[config.mk]
export PLATFORM = sky130hd
export DESIGN_NAME = dual_issue_fetch
export DESIGN_NICKNAME = d
export VERILOG_FILES = /design/src/rtl/dif_pkg.sv /design/src/rtl/dif_hold_ctrl.sv /design/src/rtl/dif_fetch_pc.sv /design/src/rtl/dif_issue_buf.sv /design/src/rtl/dif_slot_gate.sv /design/src/rtl/dual_issue_fetch.sv
export SDC_FILE = /design/constraint.sdc
export NUM_CORES = 1
export LEC_CHECK = 0
export ABC_CLOCK_PERIOD_IN_PS = 3000
export CAP_MARGIN = 20
export CORE_ASPECT_RATIO = 0.9
export CORE_MARGIN = 3
export CORE_UTILIZATION = 49
export CTS_CLUSTER_DIAMETER = 60
export CTS_CLUSTER_SIZE = 30
export DETAILED_ROUTE_END_ITERATION = 16
export GPL_TIMING_DRIVEN = 0
export PLACE_DENSITY = 0.8
export SYNTH_ARGS = -nofsm -noshare
export SYNTH_HDL_FRONTEND = slang
export SYNTH_HIERARCHICAL = 1
export SYNTH_SLANG_ARGS = --single-unit
[constraint.sdc]
create_clock -name clk -period 3 [get_ports clk]
set_input_delay 0.3 -clock clk [delete_from_list [all_inputs] [get_ports clk]]
set_output_delay 0.3 -clock clk [all_outputs]
set_load 0.02 [all_outputs]
[src/rtl/dif_pkg.sv]
package dif_pkg;

  localparam int unsigned SLOTS = 2;

  // Progress through one captured packet
  typedef enum logic [1:0] {
    PH_FRESH    = 2'd0,  // nothing of the packet issued yet
    PH_S0_READY = 2'd1,  // slot 0 hold served, slot 0 free to go
    PH_S1_READY = 2'd2   // slot 0 gone, slot 1 waiting its turn
  } phase_t;

endpackage

[src/rtl/dif_hold_ctrl.sv]
module dif_hold_ctrl
  import dif_pkg::*;
(
  input  logic       clk,
  input  logic       rst_n,
  input  logic       stall,
  input  logic       redirect,
  input  logic       ir_valid,
  input  logic [1:0] nop_bits,
  output logic [1:0] fire,
  output logic       fetch_req
);

  phase_t phase_q, phase_d;
  logic   pkt_done;

  always_comb begin
    fire     = 2'b00;
    pkt_done = 1'b0;
    phase_d  = phase_q;
    if (ir_valid && !stall && !redirect) begin
      case (phase_q)
        PH_FRESH: begin
          if (nop_bits[0]) begin
            phase_d = PH_S0_READY;
          end else if (nop_bits[1]) begin
            fire    = 2'b01;
            phase_d = PH_S1_READY;
          end else begin
            fire     = 2'b11;
            pkt_done = 1'b1;
          end
        end
        PH_S0_READY: begin
          if (nop_bits[1]) begin
            fire    = 2'b01;
            phase_d = PH_S1_READY;
          end else begin
            fire     = 2'b11;
            pkt_done = 1'b1;
          end
        end
        PH_S1_READY: begin
          fire     = 2'b10;
          pkt_done = 1'b1;
        end
        default: phase_d = PH_FRESH;
      endcase
    end
    if (pkt_done || redirect) phase_d = PH_FRESH;
    fetch_req = !redirect && !stall && (!ir_valid || pkt_done);
  end

  always_ff @(posedge clk or negedge rst_n) begin
    if (!rst_n) phase_q <= PH_FRESH;
    else        phase_q <= phase_d;
  end

  // After slot 0 leaves alone, slot 0 cannot fire again next cycle
  assert_split_order_R4: assert property (@(posedge clk) disable iff (!rst_n)
    (fire == 2'b01) |=> !fire[0]);

  // A bubble is followed by slot 0 unless a stall or redirect intervenes
  assert_bubble_then_go_R3: assert property (@(posedge clk) disable iff (!rst_n)
    (ir_valid && !stall && !redirect && fire == 2'b00) |=> (fire[0] || stall || redirect));

  // A stall freezes packet progress
  assert_stall_freeze_R7: assert property (@(posedge clk) disable iff (!rst_n)
    (stall && !redirect) |=> $stable(phase_q));

endmodule

[src/rtl/dif_fetch_pc.sv]
module dif_fetch_pc #(
  parameter int unsigned    AW         = 16,
  parameter logic [AW-1:0]  RESET_ADDR = '0
) (
  input  logic          clk,
  input  logic          rst_n,
  input  logic          redirect,
  input  logic [AW-1:0] redirect_addr,
  input  logic          fetch_req,
  output logic [AW-1:0] pc
);

  logic [AW-1:0] pc_q;

  always_ff @(posedge clk or negedge rst_n) begin
    if (!rst_n)         pc_q <= RESET_ADDR;
    else if (redirect)  pc_q <= redirect_addr;
    else if (fetch_req) pc_q <= pc_q + 1'b1;
  end

  assign pc = pc_q;

  assert_pc_step_R12: assert property (@(posedge clk) disable iff (!rst_n)
    fetch_req |=> (pc_q == AW'($past(pc_q) + 1'b1)));

  assert_pc_redirect_R11: assert property (@(posedge clk) disable iff (!rst_n)
    redirect |=> (pc_q == $past(redirect_addr)));

  assert_pc_stall_R7: assert property (@(posedge clk) disable iff (!rst_n)
    (stall_seen && !redirect) |=> $stable(pc_q));

  // local copy of "no fetch and no redirect" for the hold check above
  logic stall_seen;
  assign stall_seen = !fetch_req;

endmodule

[src/rtl/dif_issue_buf.sv]
module dif_issue_buf #(
  parameter int unsigned PW = 80
) (
  input  logic          clk,
  input  logic          rst_n,
  input  logic          redirect,
  input  logic          fetch_req,
  input  logic [PW-1:0] rdata,
  output logic          ir_valid,
  output logic [PW-1:0] ir_pkt
);

  always_ff @(posedge clk or negedge rst_n) begin
    if (!rst_n)         ir_valid <= 1'b0;
    else if (redirect)  ir_valid <= 1'b0;
    else if (fetch_req) ir_valid <= 1'b1;
  end

  // Packet storage loads only on a real fetch: a hold never re-reads it
  always_ff @(posedge clk or negedge rst_n) begin
    if (!rst_n)         ir_pkt <= '0;
    else if (fetch_req) ir_pkt <= rdata;
  end

  assert_read_fills_R6: assert property (@(posedge clk) disable iff (!rst_n)
    fetch_req |=> ir_valid);

  assert_redirect_flush_R11: assert property (@(posedge clk) disable iff (!rst_n)
    redirect |=> !ir_valid);

  assert_no_reload_R6: assert property (@(posedge clk) disable iff (!rst_n)
    !fetch_req |=> $stable(ir_pkt));

endmodule

[src/rtl/dif_slot_gate.sv]
module dif_slot_gate #(
  parameter int unsigned IW = 40
) (
  input  logic          clk,
  input  logic          rst_n,
  input  logic          fire,
  input  logic [IW-1:0] slot_word,
  output logic [IW-1:0] bus_out,
  output logic [1:0]    rf_en,
  output logic          lat_en
);

  localparam int unsigned RS1_POS = IW - 2;
  localparam int unsigned RS2_POS = IW - 3;
  localparam int unsigned WR_POS  = IW - 4;

  logic [IW-1:0] last_q;

  always_ff @(posedge clk or negedge rst_n) begin
    if (!rst_n)    last_q <= '0;
    else if (fire) last_q <= slot_word;
  end

  // Bus keeps its previous value unless this slot fires
  assign bus_out  = fire ? slot_word : last_q;
  assign rf_en[0] = fire & slot_word[RS1_POS];
  assign rf_en[1] = fire & slot_word[RS2_POS];
  assign lat_en   = fire & slot_word[WR_POS];

  assert_bus_hold_R10: assert property (@(posedge clk) disable iff (!rst_n)
    !fire |-> $stable(bus_out));

endmodule

[src/rtl/dual_issue_fetch.sv]
module dual_issue_fetch
  import dif_pkg::*;
#(
  parameter int unsigned   AW         = 16,
  parameter int unsigned   IW         = 40,
  parameter logic [AW-1:0] RESET_ADDR = '0
) (
  input  logic                clk,
  input  logic                rst_n,
  input  logic                stall,
  input  logic                redirect_valid,
  input  logic [AW-1:0]       redirect_addr,
  output logic                ic_rd_en,
  output logic [AW-1:0]       ic_addr,
  input  logic [SLOTS*IW-1:0] ic_rdata,
  output logic [SLOTS-1:0]    iss_fire,
  output logic [IW-1:0]       iss_instr0,
  output logic [IW-1:0]       iss_instr1,
  output logic [2*SLOTS-1:0]  rf_rd_en,
  output logic [SLOTS-1:0]    lat_en
);

  localparam int unsigned PW      = SLOTS * IW;
  localparam int unsigned NOP_POS = IW - 1;

  logic             fetch_req;
  logic             ir_valid;
  logic [PW-1:0]    ir_pkt;
  logic [SLOTS-1:0] nop_bits;
  logic [SLOTS-1:0] fire;
  logic [IW-1:0]    bus_w [SLOTS];

  dif_fetch_pc #(.AW(AW), .RESET_ADDR(RESET_ADDR)) u_pc (
    .clk          (clk),
    .rst_n        (rst_n),
    .redirect     (redirect_valid),
    .redirect_addr(redirect_addr),
    .fetch_req    (fetch_req),
    .pc           (ic_addr)
  );

  dif_issue_buf #(.PW(PW)) u_buf (
    .clk      (clk),
    .rst_n    (rst_n),
    .redirect (redirect_valid),
    .fetch_req(fetch_req),
    .rdata    (ic_rdata),
    .ir_valid (ir_valid),
    .ir_pkt   (ir_pkt)
  );

  for (genvar s = 0; s < SLOTS; s++) begin : g_nop
    assign nop_bits[s] = ir_pkt[s*IW + NOP_POS];
  end

  dif_hold_ctrl u_ctl (
    .clk      (clk),
    .rst_n    (rst_n),
    .stall    (stall),
    .redirect (redirect_valid),
    .ir_valid (ir_valid),
    .nop_bits (nop_bits),
    .fire     (fire),
    .fetch_req(fetch_req)
  );

  for (genvar s = 0; s < SLOTS; s++) begin : g_slot
    dif_slot_gate #(.IW(IW)) u_gate (
      .clk      (clk),
      .rst_n    (rst_n),
      .fire     (fire[s]),
      .slot_word(ir_pkt[s*IW +: IW]),
      .bus_out  (bus_w[s]),
      .rf_en    (rf_rd_en[2*s +: 2]),
      .lat_en   (lat_en[s])
    );
  end

  assign ic_rd_en   = fetch_req;
  assign iss_fire   = fire;
  assign iss_instr0 = bus_w[0];
  assign iss_instr1 = bus_w[1];

  assert_stall_quiet_R7: assert property (@(posedge clk) disable iff (!rst_n)
    (stall && !redirect_valid) |-> (!ic_rd_en && iss_fire == '0));

endmodule

# Word level (Yosys, flattened, before mapping)
# Index checks and enable logic that the tools add are counted.
dict set report totals {
  register_bits 179
  input_bits 100
  output_inout_bits 105
  elab_cells 48
}
dict set report classes {
  n_addsub 1
  eq_ne 3
  mux 19
  bitwise 6
  reduce_logical 13
}
# op n
set op_table {}
lappend op_table {{$mux W40} 2}
lappend op_table {{$mux W16} 2}
lappend op_table {{$add A16 B1 Y16 const B} 1}
lappend op_table {{$mux W2} 7}
lappend op_table {{$pmux W2 S3} 2}
lappend op_table {{$and A1 B1 Y1} 6}
lappend op_table {{$mux W1} 5}
lappend op_table {{$logic_and A1 B1 Y1} 4}
lappend op_table {{$reduce_bool A2 Y1} 2}
lappend op_table {{$logic_not A1 Y1} 3}
lappend op_table {{$pmux W1 S3} 1}
lappend op_table {{$eq A2 B1 Y1 const B} 1}
lappend op_table {{$eq A2 B2 Y1 const B} 1}
lappend op_table {{$logic_not A2 Y1} 1}
lappend op_table {{$logic_or A1 B1 Y1} 2}
lappend op_table {{$ne A2 B1 Y1 const B} 1}
lappend op_table {{$reduce_and A2 Y1} 1}

# Logic depth before layout (Yosys ltp)
# Gate-level depths: netlist (run 1).
dict set report depth {
  word_depth 8
  ltp_mapped 8
  mapped_depth_nobuf 7
}

# Hierarchy
# The synthesis (run 1) kept the hierarchy.
# module instances cells_each area_per_inst_um2 seq_area_each_um2
set by_module_without_submodules {}
lappend by_module_without_submodules {dif_issue_buf 1 171 3405.8 2026.9}
lappend by_module_without_submodules {dif_slot_gate 2 88 1691.6 1001.0}
lappend by_module_without_submodules {dif_fetch_pc 1 99 943.4 400.4}
lappend by_module_without_submodules {dif_hold_ctrl 1 15 143.9 50.0}

# Worst setup path before layout (run 1)
# OpenSTA, ideal clock, no wires.
dict set report synth_path {
  kind {reg2reg}
  start {reg u_ctl.phase_q[0]}
  end {reg u_pc.pc_q[15] (netlist: u_pc/pc[15])}
  setup_time_ps 124
  arrival_time_ps 2582
  t_required_ps 2876
  path_slack_ps 294
  path_stages_with_launch 8
  n_path_buf 0
  period_less_slack_ps 2706
  cell_sequence {dfrtp_1 > and2b_1 > a21oi_1 > a211oi_1 > nand4_4 > nor2_2 > a31oi_1 > o31a_1}
}
dict set report synth_between {
  elab_chain_cells 6
  word_cells_on_any_way 8
  classes_between {eq/ne (2); mux (2); reduce/logical (4)}
}
# element line_no
set synth_lines {}
lappend synth_lines {{from (decl)} dif_hold_ctrl.sv:14} ;# phase_t phase_q, phase_d;
lappend synth_lines {{from (signal assigned)} dif_hold_ctrl.sv:56} ;# else phase_q <= phase_d;
lappend synth_lines {{$eq A2 B2 Y1 (tied with other cells)} dif_hold_ctrl.sv:22} ;# case (phase_q)
lappend synth_lines {{$pmux W1 S3 (*)} dif_hold_ctrl.sv:22}
lappend synth_lines {{$mux W1 (*)} dif_hold_ctrl.sv:21} ;# if (ir_valid && !stall && !redirect) begin
lappend synth_lines {{$logic_or A1 B1 Y1 (*)} dif_hold_ctrl.sv:51} ;# fetch_req = !redirect && !stall && (!ir_valid || pkt_done);
lappend synth_lines {{$logic_and A1 B1 Y1 (*)} dif_hold_ctrl.sv:51}
lappend synth_lines {{net ic_rd_en} dual_issue_fetch.sv:13} ;# output logic ic_rd_en,
lappend synth_lines {{$reduce_bool A2 Y1 (no source line) (*)} -}
lappend synth_lines {{to (signal assigned)} dif_fetch_pc.sv:17} ;# else if (redirect) pc_q <= redirect_addr;
lappend synth_lines {{to (signal assigned)} dif_fetch_pc.sv:18} ;# else if (fetch_req) pc_q <= pc_q + 1'b1;
lappend synth_lines {{to (decl)} dif_fetch_pc.sv:13} ;# logic [AW-1:0] pc_q;
# The timed path passes the listed nets; every way through them passes the cells marked *.
# A chain may end at the register's enable or synchronous reset.

# Worst setup path in the final report (run 1)
dict set report layout_path {
  start {in stall}
  end {out iss_instr0[35]}
}
dict set report layout_between {
  elab_chain_cells 5
}
# element line_no
set layout_lines {}
lappend layout_lines {{from (decl)} dual_issue_fetch.sv:10} ;# input logic stall,
lappend layout_lines {{$logic_not A1 Y1} dif_hold_ctrl.sv:21}
lappend layout_lines {{$logic_and A1 B1 Y1 (2 in a row)} dif_hold_ctrl.sv:21}
lappend layout_lines {{$mux W2} dif_hold_ctrl.sv:21}
lappend layout_lines {{$mux W40} -}
lappend layout_lines {{to (decl)} dual_issue_fetch.sv:17} ;# output logic [IW-1:0] iss_instr0,
# Every way passes these cells.

==> results of run 1 <==
-- worst paths after layout --
kind | startpoint | endpoint | slack, ns | cells after the start
max reg2reg | u_ctl/phase_q[1] | u_pc/pc[15] | 0.64 | 8
max in group asynchronous | rst_n | u_ctl/phase_q[1] | 1.66 | 3
min in group clk | redirect_valid | u_ctl/phase_q[1] | 0.42 | 2
min | rst_n | g_slot[1].u_gate/last_q[12] | 0.40 | 2
max | stall | iss_instr0[35] | 0.09 | 7
min reg2reg | g_slot[0].u_gate/last_q[10] | g_slot[0].u_gate/last_q[10] | 0.49 | 1
-- cells in the mapped netlist, types with 2 or more instances --
library cell / n
dfrtp_1: 179
mux2_4: 153
nand2_1: 19
buf_12: 14
o21ai_0: 12
mux2_2: 7
xnor2_1: 7
and2_1: 6
buf_6: 5
xor2_1: 5
inv_1: 4
nand3_1: 4
and4_2: 3
clkbuf_1: 3
nand2b_1: 3
nand4_1: 3
nor2_1: 3
nor3_1: 3
a21oi_1: 2
a31oi_1: 2
nand4_4: 2
o31a_1: 2
-- kinds of logic (layout without fill, tap and decap cells) --
family	count (synthesis)	after routing	synth area share [%]
compound gates	23	23	1.80
xor+xnor	12	12	1.33
fa+ha+maj	1	1	0.159
buf+inv	28	267	4.77
flops	179	179	56.9
mux	161	161	30.3
simple gates	57	57	4.78
-- routing by layer --
metal / vias to the layer above / routed length, um / share of wire [%]
li1: 2063 / - / -
met1: 2310 / 7790 / 45
met2: 141 / 8330 / 48
met3: 15 / 932 / 5.4
met4: 0 / 208 / 1.2
met5: - / 0 / 0
-- sequential cells by signal, summed over array words and instances, names as in the netlist --
name / flops
u_buf/ir_pkt: 80
u_buf/ir_valid: 1
u_pc/pc: 16
g_slot.u_gate/last_q: 80
u_ctl/phase_q: 2
-- repair_timing --
item | CTS | global route
resized for setup | 0 | 21
cloned | 0 | 0
endpoints found under the hold margin | 56 | 0
endpoints found under the setup margin | 52 | 83
hold buffers | 1 | 0
-- metrics by stage --
stage	power (uW)	util (%)	cells	setup WS, ns	instance area [um^2]
5_1_grt	9200	69.4	902	-0.000627	10800
3_3_place_gp	6670	65.2	867	-5.24	10200
3_5_place_dp	6760	65.4	868	-0.193	10200
6_report	8780	69.4	902	0.0851	10800
2_1_floorplan	5300	-	461	0.294	7880
4_1_cts	8900	69.0	901	-0.210	10800
-- layout by cell type, fill, tap and decap left out, drive strengths merged, types with 7 or more instances in the layout --
cell type,instances
o21ai,13
mux2,160
clkdlybuf4s50,186
xnor2,7
nand2,19
dlymetal6s2s,17
clkbuf,23
buf,24
dfrtp,179
-- where the power goes --
part	internal [uW]	switching [uW]
clock network	1170	909
logic	1890	1410
registers	3110	295
-- area by class of cell --
cell class | count | area [um^2]
fillers | 1009 | 4770
plain buffers | 24 | 360
clock buffers | 20 | 447
repair buffers | 207 | 2130
well taps | 202 | 253
inverters | 4 | 15.0
multi-input cells | 254 | 3040
clock inverters | 12 | 106
flip-flops and latches | 179 | 4480
==> impl_metrics.tcl, run 1 <==
set metrics [dict create \
    outcome "complete, no violations" \
    critical_path_buf_inv_count 4 \
    tritoncts_clock_tree "built" \
    detail_route.wirelength_um 17300 \
    postSynthRegisterBits 179 \
    floorplan.die.width_um 140 \
    critical_path_capture_point_type "output pin" \
    synth_warnings 6 \
    worst_clock_skew_ns 0.00743 \
    timing.setup.critical_path_class "primary input to output pin" \
    p_leak_uw 0.00497 \
    synth.area.top_cells "dfrtp_1, mux2_4, buf_12" \
    cts_htree_levels 4 \
    post_route_cells_drive_above_1_share_pct 32.6 \
    fp.dieArea_um2 17600 \
    first_pass_grt_wire_length_um 28300 \
    area_growth_syn_to_layout_pct 37.6 \
    globalplace.congestion 0.845 \
    cts_setup_buffers 0 \
    critical_path.cell_chain "clkdlybuf4s50_1 -> nand2b_1 -> nor4b_4 -> buf_6 -> buf_6 -> mux2_4 -> clkdlybuf4s50_1" \
    clock_sinks 179 \
    cp.arrival_ns 2.61 \
    synth.lib_cells_used.distinct 42 \
    cts-buffers-inserted 17 \
    async_s_r_ff_share_synth_pct 100 \
    timing_worst_slew_pin_value_ns 0.602 \
    yosysTopAreaCell "dfrtp_1" \
    clock_insertion_delay_worst_skew_ns 0.42 \
    place_hpwl_um 12200 \
    core-area_um2 15600 \
    grt_usage_pct 20.2 \
    via_per_inst 5.02 \
    num_antenna_cells 0 \
    clk_transition_reported_paths_ns 0.07 \
    min_period_over_period_pct 97.2 \
    placement.io_buffers 204 \
    setup_total_negative_slack_ns 0 \
    setup_viol 0 \
    die_height_um 126 \
    max-clock-path-buffers 2 \
    ctsRootBufferMaster "clkbuf_16" \
    maxClockFrequency_mhz 343 \
    drtPass1Iterations 6 \
    post_synthesis_sequential_area_ratio_pct 56.9 \
    timing.hold.ws_ns 0.401 \
    maximum_number_of_pins_on_one_net_before_global_route_repair 124 \
    met3_usage_pct 5.28 \
    grt_antenna_before_repair 0 \
    syn_avg_cell_area_um2 17.1 \
    fin_nets 788 \
    crit_family "buffers and inverters" \
    post_synthesis_net_count 562 \
    worstPathRequired_ns 2.70 \
    count_of_pins_over_their_slew_limit 0 \
    min-delay-path-class "primary input to asynchronous set/reset pin" \
    met1_track_demand_over_resource_pct 27.8 \
    vdd_ir_max_mv 0.604 \
    final_hold_viol_count 0 \
    global_route.usage.met2_pct 32.1 \
    initial_utilization_pct 50.5 \
    finalCriticalPeriod_ns 2.91 \
    detail_route.drc_violations 0 \
    route.vias.total 4529 \
    critPathSlowestCell "clkdlybuf4s50_1" \
    via_count_of_the_first_global_routing_pass 5056 \
    grt_most_used_layer "met2" \
    floorplan.rows 43 \
    area_share_of_the_leading_cell_type_in_the_synthesized_netlist_pct 56.9 \
    gate_count_of_the_mapped_netlist 461 \
    detail-route-antenna-nets 0 \
    power.density_cell_area_nw_per_um2 810 \
    yosys_most_used_dff "dfrtp_1" \
    cp_slowest_stage_delay_ns 0.55 \
    post_synth_instance_area_um2 7880 \
    overflow 0 \
    timing.critical_path.from_type "primary input" \
    edff_count_synth 0 \
    avg_wl_per_cell_um 19.1 \
    max-cap-violations 0 \
    ioPinCount 205 \
    detailedRoute.firstIterationViolations 125 \
    max_slew_margin_pct 59.8 \
    critPathMaxFanout 10 \
]
No activity file was read; power rests on OpenSTA's default activity.
==> inputs of run 2 (changes only) <==
- MAX_ROUTING_LAYER: unset -> met4
==> impl_metrics.tcl, run 2 (synthesis results as in run 1) <==
set metrics [dict create \
    switchingPower_uw 2610 \
    seq_area_um2 4480 \
    cts-buffers-inserted 17 \
    clk_transition_reported_paths_ns 0.07 \
    p_leak_uw 0.00499 \
    p_int_uw 6160 \
    drtPass1Iterations 6 \
    worst_clock_skew_ns 0.00681 \
    ctsRootBufferMaster "clkbuf_16" \
    clock_sinks 179 \
    min_period_over_period_pct 97.3 \
    maximum_number_of_pins_on_one_net_before_global_route_repair 124 \
    fin_nets 788 \
    tritoncts_clock_tree "built" \
    clock_insertion_delay_worst_skew_ns 0.41 \
    finalCriticalPeriod_ns 2.92 \
    area_growth_syn_to_layout_pct 37.6 \
    place_hpwl_um 12200 \
    floorplan.rows 43 \
    max-cap-violations 0 \
    crit-reg2reg-capture "u_pc/pc[15]" \
    min-delay-path-class "primary input to asynchronous set/reset pin" \
    power.share.sequential_pct 38.8 \
    worstPathRequired_ns 2.70 \
    overflow 0 \
    reg2regPathDepth 8 \
    cp.arrival_ns 2.62 \
    power_frac_comb_pct 37.6 \
    timing.hold.ws_ns 0.403 \
    ioPinCount 205 \
    max_slew_margin_pct 59.9 \
    detail_route.wirelength_um 17200 \
    timing.critical_path.from_type "primary input" \
    via_per_inst 5.00 \
    rrSetupSlack_ns 0.65 \
    layout.cell_area.non_filler_um2 10800 \
    globalplace.congestion 0.859 \
    detailedRoute.firstIterationViolations 124 \
    fp.dieArea_um2 17600 \
    multi_input_comb_area_um2 3040 \
    route.vias.total 4506 \
    detail_route.drc_violations 0 \
    grt_antenna_before_repair 0 \
    grt_usage_pct 20.9 \
    count_of_pins_over_their_slew_limit 0 \
    final_hold_viol_count 0 \
    r2r_start "u_ctl/phase_q[1]" \
    outcome "complete, no violations" \
    final.fill_count 1009 \
    post_dp_cell_area_um2 10200 \
    core-area_um2 15600 \
    layout.cells.most_common_list "clkdlybuf4s50_1, dfrtp_1, mux2_4, nand2_1, dlymetal6s2s_1" \
    num_antenna_cells 0 \
    placement.io_buffers 204 \
    timing.setup.critical_path_class "primary input to output pin" \
    avg_wl_per_cell_um 19.1 \
    vdd_ir_max_mv 0.605 \
    final_common_cell "clkdlybuf4s50_1" \
    via_count_of_the_first_global_routing_pass 5050 \
    initial_utilization_pct 50.5 \
    switching_power_share_of_the_total_pct 29.8 \
    cts_setup_buffers 0 \
    critPathMaxFanout 10 \
    die_height_um 126 \
    max-clock-path-buffers 2 \
    maxClockFrequency_mhz 343 \
    power.share.clock_pct 23.6 \
    timing_worst_slew_pin_value_ns 0.602 \
    post_route_cells_drive_above_1_share_pct 32.6 \
    setup_viol 0 \
    detail-route-antenna-nets 0 \
    first_pass_grt_wire_length_um 28300 \
    power.density_cell_area_nw_per_um2 809 \
    cts_htree_levels 4 \
    floorplan.die.width_um 140 \
    critical_path_capture_point_type "output pin" \
]
run 2: worst max-delay path by stage:
stage                     slack [ns]              to  cells past startpoint              from
after floorplan                 0.29     u_pc/pc[15]                      7  u_ctl/phase_q[0]
after global placement         -5.24      u_pc/pc[7]                      1             rst_n
after global routing          -0.001   iss_instr1[9]                      7  u_ctl/phase_q[1]
final                           0.08  iss_instr0[35]                      7             stall
after CTS                      -0.21        ic_rd_en                      4  u_ctl/phase_q[0]
after detailed placement       -0.19  iss_instr0[36]                      6    redirect_valid
run 2: area by class of cell:
cell class / count / area share, %
flip-flops and latches: 179 / 41.3
multi-input cells: 254 / 28.1
repair buffers: 207 / 19.7
clock buffers: 20 / 4.12
plain buffers: 24 / 3.32
well taps: 202 / 2.33
clock inverters: 12 / 0.981
inverters: 4 / 0.139
run 2: per-layer routing:
layer,GRT usage (%),share of wire (%)
met1,27.9,46
met2,32.2,48
met3,5.24,5.3
met4,5.75,1.0
met5,-,0
run 2: power by group through the flow:
stage               Sequential (uW)  Clock (uW)  Combinational (uW)
floorplan                      3370           0                1930
global placement               3410           0                3260
detailed placement             3450           0                3310
CTS                            3410        2140                3350
global route                   3490        2240                3470
finish                         3410        2070                3290
run 2: timing repair:
| item | CTS | global route |
|---|---|---|
| pin swaps | 0 | 0 |
| cloned | 0 | 0 |
| resized for setup | 0 | 22 |
| hold endpoints to repair | 56 | 0 |
| setup endpoints to repair | 52 | 83 |
| hold buffers | 1 | 0 |
run 2: critical path, cell delays in order:
cell and delay, ns:
clkdlybuf4s50_1 0.43, nand2b_1 0.28, nor4b_4 0.32, buf_6 0.22
buf_6 0.19, mux2_4 0.32, clkdlybuf4s50_1 0.55
run 2: metrics by stage:
stage / setup slack [ns] / util [%] / std cells / total power [uW] / setup TNS (ns)
finish: 0.0821 / 69.5 / 902 / 8770 / 0
global route: -0.000957 / 69.5 / 902 / 9200 / -0.000957
CTS: -0.210 / 69.0 / 901 / 8900 / -6.54
detailed placement: -0.193 / 65.4 / 868 / 6760 / -7.90
global placement: -5.24 / 65.2 / 867 / 6670 / -938.89
floorplan: 0.294 / - / 461 / 5300 / 0
==> inputs of run 3 (changes only) <==
- CORE_UTILIZATION: 49 -> 48
- SKIP_CTS_REPAIR_TIMING: unset -> 1
- SYNTH_HIERARCHICAL: 1 -> unset
==> impl_metrics.tcl, run 3 <==
set metrics [dict create \
    place_hpwl_um 12100 \
    globalplace.congestion 0.839 \
    detailedRoute.firstIterationViolations 220 \
    synth_warnings 0 \
    final_common_cell "dfrtp_1" \
    postSynthRegisterBits 179 \
    cp_slowest_stage_delay_ns 0.55 \
    min_period_over_period_pct 95.6 \
    cp.arrival_ns 2.57 \
    detail_route.wirelength_um 17200 \
    detail-route-antenna-nets 0 \
    timing.setup.critical_path_class "register to output pin" \
    grt_usage_pct 21.7 \
    switchingPower_uw 2640 \
    finalCriticalPeriod_ns 2.87 \
    most_frequent_cells_after_synthesis "dfrtp_1, nand2_1, mux2_1, mux2_2, xor2_1" \
    setup_viol 0 \
    yosys.area_share.xor_xnor_pct 1.70 \
    layout.cells.most_common_list "dfrtp_1, clkdlybuf4s50_1, nand2_1, mux2_1, dlymetal6s2s_1" \
    critPathSlowestCell "clkdlybuf4s50_1" \
    crit_family "buffers and inverters" \
    layout.cell_area.non_filler_um2 10300 \
    max-clock-path-buffers 2 \
    detail_route.drc_violations 0 \
    p_int_uw 5820 \
    final_core_utilization_pct 71.7 \
    max-cap-violations 0 \
    post_synthesis_net_count 646 \
    yosysTopAreaCell "dfrtp_1" \
    path_depth 7 \
    maxClockFrequency_mhz 349 \
    area_share_of_the_leading_cell_type_in_the_synthesized_netlist_pct 62.1 \
    worst_hold_startpoint "stall" \
    first_pass_grt_wire_length_um 27200 \
    route.vias.total 4945 \
    initial_utilization_pct 50.2 \
    synth.area.top_cells "dfrtp_1, mux2_1, nand2_1" \
    critPathMaxFanout 8 \
    ctsRootBufferMaster "clkbuf_16" \
    critical_path.cell_chain "nor2b_4 -> o31a_4 -> nor3_4 -> buf_12 -> buf_4 -> mux2_2 -> clkdlybuf4s50_1" \
    clock_insertion_delay_worst_skew_ns 0.42 \
    min_path_cells 2 \
    post_synthesis_sequential_area_ratio_pct 62.1 \
    synth-compound-area-share_pct 2.29 \
    synth.lib_cells_used.distinct 37 \
    post-synth-top-count-cell "dfrtp_1" \
    edff_count_synth 0 \
    maximum_number_of_pins_on_one_net_before_global_route_repair 92 \
    via_count_of_the_first_global_routing_pass 5317 \
    area_growth_syn_to_layout_pct 42.8 \
    switching_power_share_of_the_total_pct 31.2 \
    ioPinCount 205 \
    critical_path_buf_inv_count 3 \
    cts-buffers-inserted 17 \
    worstPathRequired_ns 2.70 \
    final.fill_count 975 \
    power.share.clock_pct 26.1 \
    p_leak_uw 0.00506 \
    via_per_inst 5.06 \
    crit-reg2reg-capture "u_buf.ir_pkt[3]" \
    yosys-mux-area-fraction_pct 19.0 \
    rsz_0062_raised_after_global_routing "false" \
    synthSimpleGateAreaFrac_pct 10.5 \
    placement.io_buffers 204 \
    grt_antenna_before_repair 0 \
    final_hold_viol_count 0 \
    cts_htree_levels 4 \
    largest_family_of_logic_cells_by_synthesized_area "multiplexers" \
    outcome "complete, no violations" \
    die_height_um 122 \
    core-area_um2 14400 \
    num_antenna_cells 0 \
    overflow 0 \
    worst_hold_path.endpoint "u_buf.ir_valid" \
    power.density_cell_area_nw_per_um2 821 \
    clk_transition_reported_paths_ns 0.06 \
    floorplan.die.width_um 135 \
    drtPass1Iterations 4 \
    critical_path_capture_point_type "output pin" \
    tritoncts_clock_tree "built" \
    timing_worst_slew_pin_value_ns 0.684 \
    fraction_of_the_mapped_netlist_area_in_adder_cells_pct 0.173 \
    post_route_cells_drive_above_1_share_pct 13.4 \
    max_slew_margin_pct 54.4 \
    vdd_ir_max_mv 0.444 \
    clock_sinks 179 \
    post_synth_instance_area_um2 7210 \
    reg2regPathDepth 7 \
    worst_clock_skew_ns 0.00965 \
    min-delay-path-class "primary input to register" \
    syn_avg_cell_area_um2 13.2 \
    floorplan.rows 41 \
    power.share.sequential_pct 40.4 \
    r2r_start "u_buf.ir_pkt[39]" \
    rrSetupSlack_ns 0.97 \
    gate_count_of_the_mapped_netlist 545 \
    avg_wl_per_cell_um 17.5 \
    fin_nets 873 \
    yosys_most_used_dff "dfrtp_1" \
    async_s_r_ff_share_synth_pct 100 \
    post_dp_cell_area_um2 9530 \
    count_of_pins_over_their_slew_limit 0 \
    power_frac_comb_pct 33.5 \
    fp.dieArea_um2 16500 \
    timing.critical_path.from_type "register" \
]
[run 3: how the worst max path moves through the flow]
stage,start,to
detailed placement,stall,iss_instr0[18]
global placement,rst_n,g_slot[1].u_gate.last_q[27]
global route,u_buf.ir_valid,iss_instr0[29]
CTS,stall,iss_instr0[21]
floorplan,u_buf.ir_pkt[39],iss_instr1[34]
finish,u_buf.ir_pkt[39],iss_instr1[2]
[run 3: layout make-up]
type / count / area [um^2] / share of cell area, %
Sequential cell: 179 / 4480 / 43.5
Multi-Input combinational cell: 333 / 2430 / 23.6
Timing Repair Buffer: 208 / 2230 / 21.7
Clock buffer: 22 / 474 / 4.61
Buffer: 30 / 304 / 2.95
Tap cell: 193 / 241 / 2.35
Clock inverter: 10 / 123 / 1.19
Inverter: 3 / 11.3 / 0.109
[run 3: kinds of logic after synthesis]
logic type	count (synthesis)
XOR/XNOR	14
buffers and inverters	33
AND/OR/NAND/NOR	172
flip-flops	179
adder cells (fa/ha/maj)	1
multiplexers	122
AO/OA/AOI/OAI	24
[run 3: power by group through the flow]
| stage | Combinational (uW) | Clock [uW] | Sequential [uW] |
|---|---|---|---|
| global placement | 2830 | 0 | 3410 |
| floorplan | 1490 | 0 | 3380 |
| global route | 3010 | 2370 | 3500 |
| detailed placement | 2900 | 0 | 3460 |
| finish | 2830 | 2210 | 3420 |
| CTS | 2930 | 2260 | 3420 |
[run 3: per-layer routing]
layer	up-vias	GRT usage [%]	share of wire [%]
met5	-	-	0
met4	0	6.05	1.8
met3	20	5.25	4.8
met2	167	36.0	52
met1	2475	26.8	41
li1	2283	-	-
[run 3: through the flow]
step / power [uW] / hold slack, ns / instances / worst slack, ns / setup TNS, ns
after floorplan: 4870 / 0.00441 / 545 / 0.975 / 0
after global placement: 6240 / 0.455 / 942 / -5.24 / -943.77
after detailed placement: 6360 / 0.354 / 943 / -0.369 / -12.25
after CTS: 8610 / -0.107 / 975 / -0.374 / -16.98
after global routing: 8880 / 0.316 / 978 / 0.00633 / 0
final: 8460 / 0.333 / 978 / 0.132 / 0
